### config.mk
export PLATFORM = sky130hd
export DESIGN_NAME = strap_status_bank
export DESIGN_NICKNAME = d
export VERILOG_FILES = /design/src/rtl/sbank_pkg.sv /design/src/rtl/sbank_masked_reg.sv /design/src/rtl/sbank_intx_gate.sv /design/src/rtl/strap_status_bank.sv
export SDC_FILE = /design/constraint.sdc
export NUM_CORES = 1
export LEC_CHECK = 0
export ABC_AREA = 1
export BUFFER_PORTS_ARGS = -buffer_cell sky130_fd_sc_hd__buf_2
export CORE_MARGIN = 2
export CORE_UTILIZATION = 40
export CTS_CLUSTER_DIAMETER = 40
export DETAILED_ROUTE_END_ITERATION = 8
export PLACE_DENSITY = 0.86
export SETUP_SLACK_MARGIN = 0.02
export SYNTH_ARGS = -nofsm -noshare
export SYNTH_HDL_FRONTEND = slang
export SYNTH_SLANG_ARGS = --single-unit
### constraint.sdc
create_clock -name clk_i -period 1.8 [get_ports clk_i]
set_input_delay 0.18 -clock clk_i [delete_from_list [all_inputs] [get_ports clk_i]]
set_output_delay 0.18 -clock clk_i [all_outputs]
set_load 0.1 [all_outputs]
### src/rtl/sbank_pkg.sv
// Package sbank_pkg
// Shared constants for the strap/status register bank: data width, the split
// between data half and enable half, field positions and the link-state code.
package sbank_pkg;
    localparam int DATA_W   = 32;
    localparam int HALF_W   = DATA_W / 2;

    // strap field positions (decoded by the core, so fixed)
    localparam int STRAP_W  = 8;
    localparam int GEN_BIT  = 7;
    localparam int ROLE_BIT = 6;
    localparam int LANE_HI  = 5;
    localparam int LANE_LO  = 4;
    localparam int ARI_BIT  = 3;
    localparam int SRIOV_BIT = 2;
    localparam int TRAIN_BIT = 1;
    localparam int CFG_BIT  = 0;

    // interrupt mask field
    localparam int NUM_INTX = 4;
    localparam int MASK_LSB = 5;

    // link state field in the status word
    localparam int LS_LSB   = 20;

    typedef enum logic [1:0] {
        LS_NO_RX   = 2'd0,
        LS_TRAIN   = 2'd1,
        LS_DL_INIT = 2'd2,
        LS_DL_DONE = 2'd3
    } link_state_e;

    localparam logic [1:0] LANE_ILLEGAL = 2'd3;
endpackage

### src/rtl/sbank_masked_reg.sv
// Module sbank_masked_reg
// A register with one write enable per bit. On a write strobe, each bit whose
// enable is set loads its data bit, and the other bits hold.
// Assumes the caller has already extracted the data and enable halves.
module sbank_masked_reg #(
    parameter int             WIDTH = 8,
    parameter logic [WIDTH-1:0] RESET = '0
) (
    input  logic             clk_i,
    input  logic             rst_ni,
    input  logic             wr_i,
    input  logic [WIDTH-1:0] wdata_i,
    input  logic [WIDTH-1:0] wen_i,
    output logic [WIDTH-1:0] q_o
);
    for (genvar i = 0; i < WIDTH; i++) begin : g_bit
        // per-bit storage: reset, load when enabled, else hold
        always_ff @(posedge clk_i) begin
            if (!rst_ni)
                q_o[i] <= RESET[i];
            else if (wr_i && wen_i[i])
                q_o[i] <= wdata_i[i];
        end
    end


    reset_value_chk: assert property (@(posedge clk_i) !rst_ni |=> (q_o == RESET));

    enabled_bits_load_chk: assert property (@(posedge clk_i) disable iff (!rst_ni)
        wr_i |=> ((q_o & $past(wen_i)) == ($past(wdata_i) & $past(wen_i))));

    disabled_bits_hold_chk: assert property (@(posedge clk_i) disable iff (!rst_ni)
        wr_i |=> ((q_o & ~$past(wen_i)) == ($past(q_o) & ~$past(wen_i))));

    idle_hold_chk: assert property (@(posedge clk_i) disable iff (!rst_ni)
        !wr_i |=> $stable(q_o));
endmodule

### src/rtl/sbank_intx_gate.sv
// Module sbank_intx_gate
// Combines the legacy interrupt levels with their mask bits.
// A mask bit of 1 blocks its input. The output is the OR of the unblocked inputs.
module sbank_intx_gate #(
    parameter int N = 4
) (
    input  logic [N-1:0] intx_i,
    input  logic [N-1:0] mask_i,
    output logic         irq_o
);
    // any unmasked level raises the line
    always_comb irq_o = |(intx_i & ~mask_i);
endmodule

### src/rtl/strap_status_bank.sv
// Module strap_status_bank
// Register bank for a PCIe controller: strap register, link-status register
// and legacy interrupt mask. Writable registers take per-bit enables
// from write-data bits 31:16. The bank assumes a single-beat APB-style port
// and samples an access when psel and penable are both high. Reads are combinational.
module strap_status_bank
    import sbank_pkg::*;
#(
    parameter int               ADDR_W    = 12,
    parameter logic [ADDR_W-1:0] STRAP_OFS = ADDR_W'('h000),
    parameter logic [ADDR_W-1:0] STAT_OFS  = ADDR_W'('h048),
    parameter logic [ADDR_W-1:0] MASK_OFS  = ADDR_W'('h04C)
) (
    input  logic              clk_i,
    input  logic              rst_ni,
    input  logic              psel_i,
    input  logic              penable_i,
    input  logic              pwrite_i,
    input  logic [ADDR_W-1:0] paddr_i,
    input  logic [31:0]       pwdata_i,
    output logic [31:0]       prdata_o,
    input  logic [1:0]        link_state_i,
    input  logic [3:0]        intx_i,
    output logic              gen2_sel_o,
    output logic              root_port_o,
    output logic [1:0]        lane_log2_o,
    output logic              ari_en_o,
    output logic              sriov_en_o,
    output logic              train_en_o,
    output logic              cfg_en_o,
    output logic              intx_irq_o
);
    localparam int MASK_MSB = MASK_LSB + NUM_INTX - 1;

    logic                wr_acc;
    logic                rd_acc;
    logic                hit_strap, hit_stat, hit_mask;
    logic [HALF_W-1:0]   wd_lo, we_hi;
    logic [STRAP_W-1:0]  strap_q, strap_wen;
    logic [NUM_INTX-1:0] mask_q;
    logic [1:0]          lane_merged;
    logic                unused_bits;

    // access qualification and address decode
    always_comb begin
        wr_acc    = psel_i && penable_i && pwrite_i;
        rd_acc    = psel_i && !pwrite_i;
        hit_strap = (paddr_i == STRAP_OFS);
        hit_stat  = (paddr_i == STAT_OFS);
        hit_mask  = (paddr_i == MASK_OFS);
        wd_lo     = pwdata_i[HALF_W-1:0];
        we_hi     = pwdata_i[DATA_W-1:HALF_W];
    end

    // lane field guard: drop the lane enables if the merge would give 3
    always_comb begin
        lane_merged = (strap_q[LANE_HI:LANE_LO] & ~we_hi[LANE_HI:LANE_LO])
                    | (wd_lo[LANE_HI:LANE_LO] & we_hi[LANE_HI:LANE_LO]);
        strap_wen = we_hi[STRAP_W-1:0];
        if (lane_merged == LANE_ILLEGAL)
            strap_wen[LANE_HI:LANE_LO] = 2'b00;
    end

    sbank_masked_reg #(.WIDTH(STRAP_W), .RESET('0)) u_strap (
        .clk_i   (clk_i),
        .rst_ni  (rst_ni),
        .wr_i    (wr_acc && hit_strap),
        .wdata_i (wd_lo[STRAP_W-1:0]),
        .wen_i   (strap_wen),
        .q_o     (strap_q)
    );

    sbank_masked_reg #(.WIDTH(NUM_INTX), .RESET('0)) u_mask (
        .clk_i   (clk_i),
        .rst_ni  (rst_ni),
        .wr_i    (wr_acc && hit_mask),
        .wdata_i (wd_lo[MASK_MSB:MASK_LSB]),
        .wen_i   (we_hi[MASK_MSB:MASK_LSB]),
        .q_o     (mask_q)
    );

    sbank_intx_gate #(.N(NUM_INTX)) u_intx (
        .intx_i (intx_i),
        .mask_i (mask_q),
        .irq_o  (intx_irq_o)
    );

    // strap outputs straight from the stored fields
    always_comb begin
        gen2_sel_o  = strap_q[GEN_BIT];
        root_port_o = strap_q[ROLE_BIT];
        lane_log2_o = strap_q[LANE_HI:LANE_LO];
        ari_en_o    = strap_q[ARI_BIT];
        sriov_en_o  = strap_q[SRIOV_BIT];
        train_en_o  = strap_q[TRAIN_BIT];
        cfg_en_o    = strap_q[CFG_BIT];
    end

    // read mux: zero unless a selected read hits a mapped offset
    always_comb begin
        prdata_o = '0;
        if (rd_acc) begin
            if (hit_strap)
                prdata_o[STRAP_W-1:0] = strap_q;
            else if (hit_stat)
                prdata_o[LS_LSB+1:LS_LSB] = link_state_i;
            else if (hit_mask)
                prdata_o[MASK_MSB:MASK_LSB] = mask_q;
        end
    end

    assign unused_bits = ^{wd_lo[HALF_W-1:MASK_MSB+1], we_hi[HALF_W-1:MASK_MSB+1]};


    lane_legal_chk: assert property (@(posedge clk_i) disable iff (!rst_ni)
        lane_log2_o != LANE_ILLEGAL);

    lane_reject_hold_chk: assert property (@(posedge clk_i) disable iff (!rst_ni)
        (wr_acc && hit_strap && lane_merged == LANE_ILLEGAL) |=> $stable(lane_log2_o));

    upper_read_zero_chk: assert property (@(posedge clk_i) disable iff (!rst_ni)
        (rd_acc && !hit_stat) |-> (prdata_o[31:16] == 16'h0));

    status_read_chk: assert property (@(posedge clk_i) disable iff (!rst_ni)
        (rd_acc && hit_stat) |-> (prdata_o == {10'h0, link_state_i, 20'h0}));

    all_masked_quiet_chk: assert property (@(posedge clk_i) disable iff (!rst_ni)
        (&mask_q) |-> !intx_irq_o);

    unmapped_read_zero_chk: assert property (@(posedge clk_i) disable iff (!rst_ni)
        (rd_acc && !hit_strap && !hit_stat && !hit_mask) |-> (prdata_o == 32'h0));

    unmapped_write_hold_chk: assert property (@(posedge clk_i) disable iff (!rst_ni)
        (wr_acc && !hit_strap && !hit_mask) |=> ($stable(strap_q) && $stable(mask_q)));
endmodule

# Yosys cells after proc, flatten, opt, wreduce, memory -nomap -nowiden
# Index checks and enable logic that the tools add are counted.
[totals] inputBits=55 register_bits=12
[op_classes] n_mux=10 n_bitwise=6 eq_ne=3 reduce_logical=20
[op_table] operator="$eq A12 B7 Y1 const B" count=2
[op_table] operator="$logic_and A1 B1 Y1" count=17
[op_table] operator="$logic_not A12 Y1" count=1
[op_table] operator="$mux W9" count=1
[op_table] operator="$mux W2" count=4
[op_table] operator="$mux W4" count=2
[op_table] operator="$mux W5" count=1
[op_table] operator="$and A2 B2 Y2" count=2
[op_table] operator="$and A4 B4 Y4" count=1
[op_table] operator="$not A4 Y4" count=1
[op_table] operator="$reduce_or A4 Y1" count=1
[op_table] operator="$mux W3" count=1
[op_table] operator="$eq A2 B2 Y1 const B" count=1
[op_table] operator="$not A2 Y2" count=1
[op_table] operator="$or A2 B2 Y2" count=1
[op_table] operator="$logic_not A1 Y1" count=1
[op_table] operator="$mux W1" count=1

# Depth between registers and ports, before layout
# Gate-level depths: netlist of run 1.
[logic_depth] ltp_word=6 ltp_mapped=8 ltp_nobuf=8

# Modules after synthesis
# From an unflattened synthesis of run 1, not the netlist that was laid out.
[hier_totals] hier_cells=186 area_unflattened_um2=1073.5
[by_module_without_submodules] module="strap_status_bank" n_inst=1 cells_each=87 area_per_inst_um2=478.0
[by_module_without_submodules] module="sbank_masked_reg (u_strap)" n_inst=1 cells_each=58 area_per_inst_um2=376.6
[by_module_without_submodules] module="sbank_masked_reg (u_mask)" n_inst=1 cells_each=28 area_per_inst_um2=170.2
[by_module_without_submodules] module="sbank_intx_gate" n_inst=1 cells_each=13 area_per_inst_um2=48.8

# Worst setup path after synthesis of run 1
# Ideal clock, no wire load.
[synth_path] path_type="register to output" start="register u_strap.q_o[0]" end="output prdata_o[0]" n_path_buf=0 path_stages_with_launch=3 t_arrival_ns=3.173 setup_slack_ns=-1.553 path_cell_list="dfxtp_1 inv_1 nor3_1"
[synth_via] elab_chain_cells=2
[synth_rtl] item="from (decl)" line_no="sbank_masked_reg.sv:14" text="output logic [WIDTH-1:0] q_o"
[synth_rtl] item="from (signal, indexed assignment)" line_no="sbank_masked_reg.sv:20" text="q_o[i] <= RESET[i];"
[synth_rtl] item="from (signal, indexed assignment)" line_no="sbank_masked_reg.sv:22" text="q_o[i] <= wdata_i[i];"
[synth_rtl] item="$mux W5" line_no="strap_status_bank.sv:103" text="if (hit_strap)"
[synth_rtl] item="$mux W9" line_no="strap_status_bank.sv:102" text="if (rd_acc) begin"
[synth_rtl] item="to (decl)" line_no="strap_status_bank.sv:21" text="output logic [31:0] prdata_o,"
# No other way between the ends.

# Final worst setup path of run 1
[layout_path] start="input paddr_i[1]" end="output prdata_o[5]"
[layout_via] elab_chain_cells=5
[layout_rtl] item="from (decl)" line_no="strap_status_bank.sv:19" text="input logic [ADDR_W-1:0] paddr_i,"
[layout_rtl] item="$eq A12 B7 Y1" line_no="strap_status_bank.sv:50" text="hit_mask = (paddr_i == MASK_OFS);"
[layout_rtl] item="$mux W4" line_no="strap_status_bank.sv:107" text="else if (hit_mask)"
[layout_rtl] item="$mux W4" line_no="strap_status_bank.sv:105" text="else if (hit_stat)"
[layout_rtl] item="$mux W3 (*)" line_no="strap_status_bank.sv:103"
[layout_rtl] item="$mux W9 (*)" line_no="strap_status_bank.sv:102"
# Every way passes the cells marked *; elsewhere a longest branch is shown, timed or not.

==> results.tsv, run 1 <==
stage	metric	value	unit
global_routing	grt_max_degree	14	
power_and_ir_drop	pwr-share-comb	0.387	
placement	gp_congestion	0.882	
setup_path	r2r.worst_path.cells	6	
status	status	finished clean	
setup_path	critical_path_class	in2out	
setup_path	cp_cell_sequence	buf_2 -> nor2_4 -> nor2b_1 -> nand3_2 -> nor2_2 -> nand2_1 -> a21oi_4 -> buf_12	
placement	pre_cts_ws	0.187	ns
clock_tree	postCtsSetupBuffers	0	
detailed_routing	drt_first_iter_violations	26	
clock_tree	clock-sinks	12	
detailed_routing	wl_per_cell	11.2	um
setup_path	cp-endpoint	prdata_o[5]	
synth	synthDistinctLibCells	23	
setup_path	cpMaxStageDelayCell	nor2b_1	
power_and_ir_drop	p_per_area	474	mW/mm2
clock_tree	clk_latency	0.27	ns
synth	syn_area	0.00105	mm2
clock_tree	cts-htree-levels	1	
placement	place_inst	259	
die	io_pins	96	
setup_path	rr_endpoint	u_strap.q_o[5]$_SDFFE_PN0P_	
clock_tree	cts_inserted_buffers	3	
synth	yosysSeqAreaShare	0.228	
placement	place_hpwl	2460	um
detailed_routing	dr.pass1.iters	4	
power_and_ir_drop	irDropWorstVdd	0.421	mV
global_routing	groute.usage.overall	0.199	
setup_path	slowest_delay	0.34	ns
clock_tree	clk_pin_slew_worst_paths	0.08	ns
sta	finalClockSkew	0.000655	ns
clock_tree	cts_root_buf	clkbuf_4	
die	die_h	55.3	um
die	die_w	55.3	um
die	rows	18	
power_and_ir_drop	p_clk_frac	0.276	
setup_path	rr_startpoint	u_strap.q_o[4]$_SDFFE_PN0P_	
sta	rsz0062_at_grt	false	
global_routing	grt_overflow	0	
sta	setup_slack	0.151	ns
sta	min_period	1.65	ns
power_and_ir_drop	power_switching	0.000350	W
final_layout	layout_common_cells	buf_2, nand2_1, nor2_1	
setup_path	startpoint	paddr_i[1]	
die	initial_core_util	0.425	
sta	slew_viol_final	0	
clock_tree	ctsResizeCount	0	
sta	max_freq	607	MHz
power_and_ir_drop	leakage	0.894	nW
sta	tightestPinTransition	0.609	ns
global_routing	grt_pass1_wl	4970	um
placement	port_buffers	60	
detailed_routing	drcViolationCount	0	
die	die_area	0.00306	mm2
setup_path	worst-r2r-setup-slack	0.76	ns
synth	syn_inst	169	
synth	yosysWarnings	0	
power_and_ir_drop	p_sw_frac	0.445	
die	coreArea	0.00248	mm2
sta	period_share	0.916	
global_routing	grt_pass1_vias	1165	
sta	final-setup-viol-count	0	
final_layout	syn_to_final_growth	57.6	%
final_layout	antenna-diode-count	0	
final_layout	nFillCells	233	
sta	finalHoldViolations	0	
global_routing	antenna_found_initial	0	
detailed_routing	vias_per_cell	4.72	
clock_tree	cts_tree	built	
setup_path	arrival	1.47	ns
clock_tree	cts_hold_buf	0	
run	drv_cap	0	
final_layout	final_common_cell	buf_2	
synth	ys_ff_latch	12	
setup_path	cp_data_required_time	1.62	ns
final_layout	instances_no_fill	263	
sta	relSlewSlack	0.593	
clock_tree	cts_buffer_depth	2	
final_layout	drive_gt1_frac	0.446	
detailed_routing	final_antenna_net_count	0	
detailed_routing	wirelength	2930	um
setup_path	startpoint_type	primary input	
power_and_ir_drop	pwr-share-seq	0.337	
worst_hold_path	hold_class	in2reg	
final_layout	layout.nets	289	
synth	avgSynthCellArea	6.23	um2
setup_path	setup.worst_path.end_class	primary output	
detailed_routing	route.vias.total	1241	
setup_path	path_max_fanout	4	
power_and_ir_drop	power.internal	0.000436	W
## critical path: cells and delay by family
| kind | cells | cell delay (ns) |
|---|---|---|
| buffers and inverters | 2 | 0.31 |
| AOI/OAI and AO/OA | 1 | 0.15 |
| and+or+nand+nor | 5 | 0.83 |
## worst min path at each step
stage                start  depth (start not counted)                           to
2_1_floorplan       rst_ni                          2   u_mask.q_o[0]$_SDFFE_PN0P_
3_3_place_gp   pwdata_i[2]                          3  u_strap.q_o[2]$_SDFFE_PN0P_
3_5_place_dp   pwdata_i[2]                          3  u_strap.q_o[2]$_SDFFE_PN0P_
4_1_cts        pwdata_i[2]                          3  u_strap.q_o[2]$_SDFFE_PN0P_
5_1_grt        pwdata_i[2]                          3  u_strap.q_o[2]$_SDFFE_PN0P_
6_report       pwdata_i[2]                          3  u_strap.q_o[2]$_SDFFE_PN0P_
## synthesized netlist by cell type
master | count | area [um2]
a21oi_1 | 4 | 20.0
and3_1 | 1 | 6.26
buf_4 | 23 | 173
clkbuf_1 | 1 | 3.75
conb_1 | 1 | 3.75
dfxtp_1 | 12 | 240
inv_1 | 16 | 60.1
inv_2 | 2 | 7.51
nand2_1 | 37 | 139
nand2_2 | 2 | 12.5
nand2_4 | 1 | 11.3
nand3_1 | 3 | 15.0
nand3_2 | 2 | 20.0
nand4_1 | 15 | 93.8
nor2_1 | 34 | 128
nor2_2 | 2 | 12.5
nor2_4 | 3 | 33.8
nor2_8 | 1 | 20.0
nor2b_1 | 1 | 6.26
nor3_1 | 4 | 20.0
nor3b_1 | 2 | 15.0
o21ai_1 | 1 | 5.00
or2_2 | 1 | 6.26
## power groups by stage
stage                     clock [W]  sequential, W  combinational [W]
after floorplan                   0       0.000271           0.000279
after global placement            0       0.000271           0.000300
final                      0.000217       0.000265           0.000304
after CTS                  0.000225       0.000265           0.000304
after global routing       0.000243       0.000265           0.000318
after detailed placement          0       0.000271           0.000303
## logic make-up after synthesis
group	count (synthesis)	share of synthesized area
compound gates	5	0.0238
buf+inv	42	0.232
simple gates	109	0.512
flops	12	0.228
other cells	1	0.00356
## metal layers
layer	track usage	up-vias	share of wire
li1	-	620	-
met1	0.223	565	0.39
met2	0.367	52	0.53
met3	0.0422	4	0.070
met4	0.0697	0	0.011
met5	0	-	0
## per-stage QoR
stage                     utilization  TNS (ns)  hold WS (ns)  area, um2  total power [W]
after CTS                       0.669         0         0.116       1660         0.000794
final                           0.669         0         0.124       1660         0.000786
after global placement          0.655         0         0.405       1620         0.000572
after global routing            0.669         0         0.117       1660         0.000827
after floorplan                     -    -0.443         0.304       1260         0.000551
after detailed placement        0.655         0         0.408       1620         0.000574
## flip-flops by register name, summed over array words and instances, names as in the netlist
register	flops
u_mask.q_o	4
u_strap.q_o	8
## layout make-up
cell class	count	area [um2]	area share
Sequential cell	12	249	0.150
Tap cell	30	37.5	0.0226
Clock buffer	4	36.3	0.0219
Timing Repair Buffer	64	495	0.299
Multi-Input combinational cell	135	767	0.463
Inverter	18	72.6	0.0438
Power figures use the tool's default switching activity.
==> run 2, diff against run 1 <==
==> constraint.sdc (replaced) <==
create_clock -name clk_i -period 1.8 [get_ports clk_i]
set_input_delay 0.09 -clock clk_i [delete_from_list [all_inputs] [get_ports clk_i]]
set_output_delay 0.09 -clock clk_i [all_outputs]
set_load 0.1 [all_outputs]
==> run 2 against run 1 <==
Net effect: via count down 3.8%; sequential share of layout area grew 0.70 points; total power is 7.4% lower; critical path depth grew 1; combinational power is 2% lower; global-route usage decreased by 0.55 points; critical path type unchanged.
==> results.tsv, run 2 (synthesis gave the netlist of run 1 again) <==
stage	metric	value	unit	change
global_routing	groute.usage.overall	0.194		was 0.199
setup_path	rr_startpoint	u_strap.q_o[4]$_SDFFE_PN0P_		unchanged
setup_path	path_max_fanout	8		was 4
setup_path	setup.worst_path.end_class	primary output		unchanged
detailed_routing	drt_first_iter_violations	44		was 26
sta	slew_viol_final	0		unchanged
placement	port_buffers	60		unchanged
setup_path	arrival	1.38	ns	was 1.47 ns
sta	max_freq	678	MHz	was 607 MHz
placement	gp_congestion	0.764		was 0.882
sta	relSlewSlack	0.592		was 0.593
setup_path	r2r.worst_path.cells	6		unchanged
detailed_routing	route.vias.total	1194		was 1241
global_routing	antenna_found_initial	0		unchanged
die	rows	18		unchanged
die	die_h	55.3	um	unchanged
detailed_routing	drcViolationCount	0		unchanged
setup_path	startpoint_type	primary input		unchanged
detailed_routing	wl_per_cell	10.8	um	was 11.2 um
setup_path	cp_data_required_time	1.71	ns	was 1.62 ns
clock_tree	clk_pin_slew_worst_paths	0.07	ns	was 0.08 ns
die	die_w	55.3	um	unchanged
clock_tree	cts_tree	built		unchanged
clock_tree	cts_root_buf	clkbuf_4		unchanged
clock_tree	cts_inserted_buffers	3		unchanged
detailed_routing	final_antenna_net_count	0		unchanged
final_layout	layout_common_cells	buf_2, nand2_1, nor2_1		unchanged
placement	place_hpwl	2350	um	was 2460 um
final_layout	antenna-diode-count	0		unchanged
power_and_ir_drop	leakage	0.857	nW	was 0.894 nW
sta	tightestPinTransition	0.611	ns	was 0.609 ns
final_layout	final_common_cell	buf_2		unchanged
sta	finalClockSkew	0.00169	ns	was 0.000655 ns
final_layout	largest_register_ffs	8		unchanged
sta	rsz0062_at_grt	false		unchanged
clock_tree	postCtsSetupBuffers	0		unchanged
clock_tree	cts_hold_buf	0		unchanged
worst_hold_path	hold_end	u_mask.q_o[3]$_SDFFE_PN0P_		was u_strap.q_o[2]$_SDFFE_PN0P_
setup_path	slowest_delay	0.19	ns	was 0.34 ns
die	io_pins	96		unchanged
sta	holdWs	0.0386	ns	was 0.124 ns
setup_path	rr_endpoint	u_strap.q_o[4]$_SDFFE_PN0P_		was u_strap.q_o[5]$_SDFFE_PN0P_
setup_path	cp_cell_sequence	buf_2 -> nor2_1 -> nand2_2 -> nor2_8 -> nand2_4 -> inv_2 -> nand2_1 -> a21oi_4 -> buf_12		was buf_2 -> nor2_4 -> nor2b_1 -> nand3_2 -> nor2_2 -> nand2_1 -> a21oi_4 -> buf_12
detailed_routing	dr.pass1.iters	4		unchanged
global_routing	grt_overflow	0		unchanged
final_layout	nFillCells	238		was 233
clock_tree	clk_latency	0.27	ns	about the same
power_and_ir_drop	pwr-share-comb	0.408		was 0.387
setup_path	cpMaxStageDelayCell	nor2_8		was nor2b_1
sta	period_share	0.819		was 0.916
power_and_ir_drop	pwr-share-seq	0.364		was 0.337
final_layout	drive_gt1_frac	0.422		was 0.446
die	coreArea	0.00248	mm2	unchanged
global_routing	grt_pass1_wl	4840	um	was 4970 um
worst_hold_path	hold_class	in2reg		unchanged
sta	finalHoldViolations	0		unchanged
die	die_area	0.00306	mm2	unchanged
clock_tree	ctsResizeCount	0		unchanged
global_routing	grt_max_degree	14		unchanged
die	initial_core_util	0.425		unchanged
power_and_ir_drop	power_switching	0.000340	W	was 0.000350 W
power_and_ir_drop	irDropWorstVdd	0.393	mV	was 0.421 mV
power_and_ir_drop	p_per_area	460	mW/mm2	was 474 mW/mm2
power_and_ir_drop	p_total	0.000728	W	was 0.000786 W
final_layout	syn_to_final_growth	50.5	%	was 57.6%
worst_hold_path	whs_path_depth	3		unchanged
setup_path	cp_top_family	simple AND/OR/NAND/NOR gates		unchanged
final_layout	top_regs	u_strap.q_o: 8 flops, u_mask.q_o: 4 flops		unchanged
power_and_ir_drop	power.internal	0.000388	W	was 0.000436 W
final_layout	regMostFlops	u_strap.q_o		unchanged
setup_path	worst-r2r-setup-slack	0.76	ns	about the same
status	status	finished clean		unchanged
worst_hold_path	hp-start	pwdata_i[8]		was pwdata_i[2]
clock_tree	cts-htree-levels	1		unchanged
global_routing	grt_pass1_vias	1127		was 1165
final_layout	layout.nets	287		was 289
setup_path	crit_buf_inv	3		was 2
detailed_routing	vias_per_cell	4.59		was 4.72
run	drv_cap	0		unchanged
sta	min_period	1.47	ns	was 1.65 ns
clock_tree	cts_buffer_depth	2		unchanged
power_and_ir_drop	p_sw_frac	0.467		was 0.445
setup_path	critical_path_class	in2out		unchanged
clock_tree	clock-sinks	12		unchanged
power_and_ir_drop	p_clk_frac	0.229		was 0.276
detailed_routing	wirelength	2810	um	was 2930 um
sta	final-setup-viol-count	0		unchanged
run 2: how the worst max path moves through the flow:
stage | startpoint | endpoint | cells after the start
3_5_place_dp | paddr_i[7] | prdata_o[6] | 9
6_report | paddr_i[7] | prdata_o[5] | 9
5_1_grt | paddr_i[7] | prdata_o[6] | 9
2_1_floorplan | paddr_i[11] | prdata_o[20] | 6
3_3_place_gp | paddr_i[5] | prdata_o[5] | 9
4_1_cts | paddr_i[7] | prdata_o[6] | 9
run 2: per-layer routing:
layer	up-vias	share of wire	track usage	wire [um]
met2	54	0.50	0.332	1400
met3	4	0.089	0.0375	249
met1	521	0.40	0.240	1120
met5	-	0	0	0
li1	615	-	-	-
met4	0	0.011	0.0697	31
run 2: through the flow:
step / instances / utilization / instance area, um2 / worst slack (ns) / TNS (ns)
after floorplan: 189 / - / 1230 / -0.226 / -0.665
after global placement: 257 / 0.630 / 1560 / 0.327 / 0
after detailed placement: 257 / 0.630 / 1560 / 0.309 / 0
after CTS: 260 / 0.639 / 1580 / 0.304 / 0
after global routing: 260 / 0.639 / 1580 / 0.238 / 0
final: 260 / 0.639 / 1580 / 0.325 / 0
run 2: final cells by class:
type / instances / area [um2] / share of cell area
repair buffers: 62 / 465 / 0.294
clock buffers: 3 / 22.5 / 0.0142
well taps: 30 / 37.5 / 0.0237
multi-input cells: 135 / 742 / 0.468
flip-flops and latches: 12 / 249 / 0.157
inverters: 18 / 67.6 / 0.0427
run 2: power by group through the flow:
stage / Sequential [W] / Combinational [W] / Clock, W
6_report: 0.000265 / 0.000297 / 0.000167
5_1_grt: 0.000265 / 0.000311 / 0.000186
3_3_place_gp: 0.000271 / 0.000293 / 0
4_1_cts: 0.000265 / 0.000297 / 0.000174
2_1_floorplan: 0.000271 / 0.000275 / 0
3_5_place_dp: 0.000271 / 0.000296 / 0
run 2: tightest hold or removal path: stages:
cell and delay (ns):
buf_2 0.08, nor2_1 0.03, nor2_1 0.08
